`config.mk`:
```
export PLATFORM = sky130hd
export DESIGN_NAME = dram_addr_mux
export DESIGN_NICKNAME = d
export VERILOG_FILES = /design/src/rtl/dram_addr_mux_pkg.sv /design/src/rtl/amux_mode_decode.sv /design/src/rtl/amux_row_map.sv /design/src/rtl/dram_addr_mux.sv
export SDC_FILE = /design/constraint.sdc
export NUM_CORES = 1
export LEC_CHECK = 0
export BUFFER_PORTS_ARGS = -buffer_cell sky130_fd_sc_hd__buf_4
export CAP_MARGIN = 10
export CORE_ASPECT_RATIO = 0.75
export CORE_MARGIN = 3
export CORE_UTILIZATION = 32
export CTS_CLUSTER_SIZE = 40
export DETAILED_ROUTE_END_ITERATION = 8
export MAX_ROUTING_LAYER = met4
export PLACE_DENSITY_LB_ADDON = 0.25
export SLEW_MARGIN = 20
export SYNTH_ARGS = -nofsm -noshare
export SYNTH_HDL_FRONTEND = slang
export SYNTH_HIERARCHICAL = 1
export SYNTH_SLANG_ARGS = --single-unit
```
`constraint.sdc`:
```
create_clock -name clk_i -period 0.8 [get_ports clk_i]
set_input_delay 0.16 -clock clk_i [delete_from_list [all_inputs] [get_ports clk_i]]
set_output_delay 0.16 -clock clk_i [all_outputs]
set_load 0.03 [all_outputs]
```
`src/rtl/dram_addr_mux_pkg.sv`:
```
package dram_addr_mux_pkg;
  localparam int unsigned ADDR_W = 26;   // byte address width
  localparam int unsigned PIN_N  = 17;   // multiplexed pins 1..17
  localparam int unsigned LOW_N  = 13;   // pins that always shift in row phase
  localparam int unsigned MODE_N = 5;    // valid column widths
  localparam int unsigned CW_MIN = 8;    // narrowest column width
  localparam int unsigned AMX_W  = 3;

  typedef struct packed {
    logic             ext;
    logic [AMX_W-1:0] amx;
  } amux_cfg_t;
endpackage

```
`src/rtl/amux_mode_decode.sv`:
```
module amux_mode_decode
  import dram_addr_mux_pkg::*;
#(
  parameter int unsigned N_MODES = MODE_N,
  localparam int unsigned IDX_W  = (N_MODES > 1) ? $clog2(N_MODES) : 1
) (
  input  amux_cfg_t        cfg_i,
  output logic [IDX_W-1:0] idx_o,
  output logic             rsvd_o
);
  logic in_range;

  always_comb begin
    in_range = (32'(cfg_i.amx) < N_MODES);
    rsvd_o   = cfg_i.ext | ~in_range;
    idx_o    = rsvd_o ? '0 : IDX_W'(cfg_i.amx);
  end
endmodule

```
`src/rtl/amux_row_map.sv`:
```
module amux_row_map
  import dram_addr_mux_pkg::*;
#(
  parameter int unsigned A_W     = ADDR_W,
  parameter int unsigned P_N     = PIN_N,
  parameter int unsigned N_MODES = MODE_N,
  parameter int unsigned CW_LO   = CW_MIN,
  localparam int unsigned IDX_W  = (N_MODES > 1) ? $clog2(N_MODES) : 1
) (
  input  logic [A_W-1:0]   addr_i,
  input  logic [IDX_W-1:0] idx_i,
  output logic [P_N-1:0]   row_o
);
  logic [P_N-1:0] cand [N_MODES];

  // pin i+1 takes address bit cw+i+1 when it exists, else keeps bit i+1
  for (genvar m = 0; m < N_MODES; m++) begin : g_mode
    localparam int unsigned CW = CW_LO + m;
    for (genvar i = 0; i < P_N; i++) begin : g_pin
      if (CW + i + 1 < A_W) begin : g_shift
        assign cand[m][i] = addr_i[CW+i+1];
      end else begin : g_keep
        assign cand[m][i] = addr_i[i+1];
      end
    end
  end

  always_comb begin
    row_o = cand[0];
    for (int m = 1; m < N_MODES; m++)
      if (32'(idx_i) == m) row_o = cand[m];
  end
endmodule

```
`src/rtl/dram_addr_mux.sv`:
```
module dram_addr_mux
  import dram_addr_mux_pkg::*;
(
  input  logic              clk_i,
  input  logic              rst_ni,
  input  logic [ADDR_W-1:0] addr_i,
  input  logic              cfg_ext_i,
  input  logic [AMX_W-1:0]  cfg_amx_i,
  input  logic              dram_sel_i,
  input  logic              row_phase_i,
  output logic [PIN_N-1:0]  pins_o,
  output logic              cfg_err_o
);
  localparam int unsigned IDX_W = (MODE_N > 1) ? $clog2(MODE_N) : 1;

  amux_cfg_t        cfg;
  logic [IDX_W-1:0] mode_idx;
  logic             rsvd;
  logic [PIN_N-1:0] row_addr, col_addr, pins_d;

  assign cfg = '{ext: cfg_ext_i, amx: cfg_amx_i};

  amux_mode_decode #(.N_MODES(MODE_N)) u_dec (
    .cfg_i  (cfg),
    .idx_o  (mode_idx),
    .rsvd_o (rsvd)
  );

  amux_row_map #(
    .A_W(ADDR_W), .P_N(PIN_N), .N_MODES(MODE_N), .CW_LO(CW_MIN)
  ) u_row (
    .addr_i (addr_i),
    .idx_i  (mode_idx),
    .row_o  (row_addr)
  );

  assign col_addr = addr_i[PIN_N:1];

  always_comb begin
    pins_d = col_addr;
    if (dram_sel_i && row_phase_i && !rsvd) pins_d = row_addr;
  end

  always_ff @(posedge clk_i or negedge rst_ni) begin
    if (!rst_ni) begin
      pins_o    <= '0;
      cfg_err_o <= 1'b0;
    end else begin
      pins_o    <= pins_d;
      cfg_err_o <= rsvd;
    end
  end
endmodule

```
==> key figures <==
Status
  – Outcome: finished, violations left
  – Violated checks: negative setup slack

Floorplan
  – Core ar.: 4620 um^2
  – Rows: 21
  – Initial Util: 34.5%
  – Full die area: 5880 um^2
  – Die width: 87.6 um
  – Die height: 67.2 um
  – I/O Pins: 52

Route
  – WL final: 5.95 mm
  – Initial DRC Count: 86
  – TritonRoute pass-1 iters: 4
  – DRC violations left: 0
  – WL/cell: 20.2 um
  – Final ANT Viol Nets: 0
  – Vias/cell: 5.63
  – Vias: 1660

Pwr
  – Cell Pwr Density: 1100 nW/um^2
  – Switching part of the total: 31.5%
  – Pleak: 1.35 nW
  – Final Power: 3.31 mW
  – P_int: 2.27 mW
  – Seq pwr share: 30.4%
  – Sw power: 1.04 mW
  – Combinational power share: 47.0%
  – Clock Power Share: 22.6%
  – Worst vdd ir: 1.16 mV

Cells and area
  – Fin util: 65.3%
  – Share of cells above drive strength 1: 81.1%
  – Final instance area: 3020 um^2
  – Fin nets: 273
  – Area Growth Syn to Fin: 89.1%
  – # diodes: 0

Run
  – Max Cap Viol: 0

Worst hold path
  – HP Class: primary input to flip-flop

Yosys
  – Adder-Cell Fraction of Synth Area: 1.25%
  – Top cell type's share of synthesized area: 28.2%
  – Seq/Total Area, Yosys: 28.2%
  – Multiplexer area fraction after synthesis: 25.9%
  – Largest cells by area after synthesis: dfrtp_1 28%, mux2_4 14%, mux2_2 9.9%
  – Leading area contributor after synthesis: dfrtp_1
  – Post-synth ARST share: 100%
  – Top FF cell, synth: dfrtp_1
  – Cells after Synth: 135
  – Most frequent cell after synthesis: dfrtp_1
  – Synth Area in Simple Gates: 8.70%
  – Post-synthesis average cell area: 11.8 um^2
  – Yosys reg bits: 18
  – Synth warnings: 6
  – Xor-xnor portion of the synthesized cell area: 0.549%
  – Post-synth EDFFs: 0
  – Compound-Gate Fraction of Synth Area: 27.7%
  – Netlist cell types: 39
  – Post-synthesis cell area: 1600 um^2
  – Main combinational cell family by area after synthesis: compound AO/OA/AOI/OAI gates
  – Synth top cells by count: 18 x dfrtp_1, 15 x mux2_4, 14 x mux2_2
  – Mapped Nets: 169

Timing
  – Max_slew headroom: 65.1%
  – Setup Viol. Count Final: 35
  – Tcrit/Tclk final: 195%
  – RSZ-0062 raised after global routing: yes
  – Post-layout min period: 1.56 ns
  – Final Hold Fails: 0
  – Max Freq: 641 MHz
  – Final setup margin: -0.760 ns
  – Slew of the pin with the lowest slew margin: 0.524 ns
  – Slew Limit Fails: 0

GRT
  – All-Layer GR Usage: 21.7%
  – Pin count of the biggest net entering global routing: 19
  – Global route overflow: 0
  – Number of global-route vias before repair: 1746
  – First-pass GRT wire length: 9.50 mm
  – Antenna violations before repair: 0

CTS
  – CTS Buf Count: 3
  – Root Driver: clkbuf_8
  – Clock transition at path regs: 0.07 ns
  – CTS sink count: 18
  – Largest buffer count on any clock path: 2
  – CTS tree: done
  – H-tree Lvls: 1

Critical path
  – Crit path arrival time: 1.70 ns
  – Worst-path fanout max: 7
  – Critical Path RT: 0.94 ns
  – Crit Path Category: primary input to flip-flop
  – Nature of the critical path startpoint: primary input
  – Setup crit end kind: flip-flop

Placement
  – Dpl cell area: 2440 um^2
  – GPL Wtd Cong: 0.858
  – IO buf count: 50
  – DPL Wire Length: 4.12 mm
==> power groups by stage <==
stage          registers [mW]  clock network (mW)  logic, mW
2_1_floorplan            1.14                   0      0.530
3_3_place_gp             1.01                   0       1.22
3_5_place_dp             1.01                   0       1.24
4_1_cts                  1.01               0.762       1.49
5_1_grt                  1.01               0.798       1.63
6_report                 1.01               0.747       1.55
==> kinds of logic after synthesis <==
| group | count (synthesis) |
|---|---|
| XOR/XNOR | 1 |
| AND/OR/NAND/NOR | 17 |
| buffers and inverters | 14 |
| adder cells (fa/ha/maj) | 2 |
| multiplexers | 32 |
| AO/OA/AOI/OAI | 51 |
| flip-flops | 18 |
==> path summary, 6_finish.rpt <==
| check | to | slack [ns] | start | cells after the start |
|---|---|---|---|---|
| worst max-delay path | pins_o[7]$_DFF_PN0_ | -0.76 | cfg_amx_i[2] | 7 |
| worst min-delay path | pins_o[5]$_DFF_PN0_ | 0.13 | addr_i[6] | 2 |
| max in group asynchronous | pins_o[14]$_DFF_PN0_ | 0.29 | rst_ni | 2 |
| min in group asynchronous | pins_o[5]$_DFF_PN0_ | 0.31 | rst_ni | 2 |
==> through the flow <==
stage                     setup slack [ns]  cells  setup TNS [ns]  hold slack, ns
after CTS                           -0.790    297          -14.91           0.132
after floorplan                     -0.801    135          -12.28          -0.136
final                               -0.760    295          -14.52           0.134
after global placement               -1.09    276          -17.52          0.0366
after global routing                -0.830    295          -16.14           0.131
after detailed placement             -1.12    276          -18.07          0.0440
==> critical path, cell delays in order <==
cell and delay (ns):
buf_8 0.11, nor3b_4 0.25, buf_6 0.21, mux2_4 0.32, a221oi_2 0.28, a2bb2oi_2 0.10, mux2_4 0.27
==> timing repair <==
action / in CTS / in global routing
setup buffers: 14 / 2
gates resized for setup: 66 / 22
pin swaps: 23 / 11
hold buffers: 1 / 0
endpoints found under the hold margin: 18 / 0
setup endpoints to repair: 35 / 35
gates cloned: 3 / 0
==> flip-flops by register name (all words and copies together), names as in the netlist <==
register   cells
cfg_err_o      1
pins_o        17
==> cell usage in the layout (no fill, tap or decap), types with 2 or more instances in the layout <==
cell type / instances
a2bb2oi_2: 9
a221oi_4: 6
a221oi_2: 6
a32oi_1: 11
buf_4: 72
a211oi_1: 2
mux2_2: 4
maj3_2: 2
mux2_4: 25
a21oi_2: 3
o21ai_1: 2
clkbuf_8: 4
mux2i_2: 2
nor3b_4: 2
dfrtp_1: 18
a2bb2oi_1: 2
buf_8: 4
buf_12: 4
buf_6: 31
==> cell type report <==
type | instances | area, um^2
clock buffers | 4 | 55.1
fillers | 352 | 1610
multi-input cells | 103 | 1380
flip-flops and latches | 18 | 450
well taps | 57 | 71.3
repair buffers | 113 | 1070
==> routing by layer <==
| metal | vias up | track usage (%) | routed length (um) |
|---|---|---|---|
| met3 | 8 | 3.66 | 340 |
| li1 | 769 | - | - |
| met5 | - | - | 0 |
| met1 | 817 | 28.4 | 2580 |
| met2 | 66 | 35.0 | 2930 |
| met4 | 0 | 5.75 | 98 |
No activity file was read; power rests on OpenSTA's default activity.
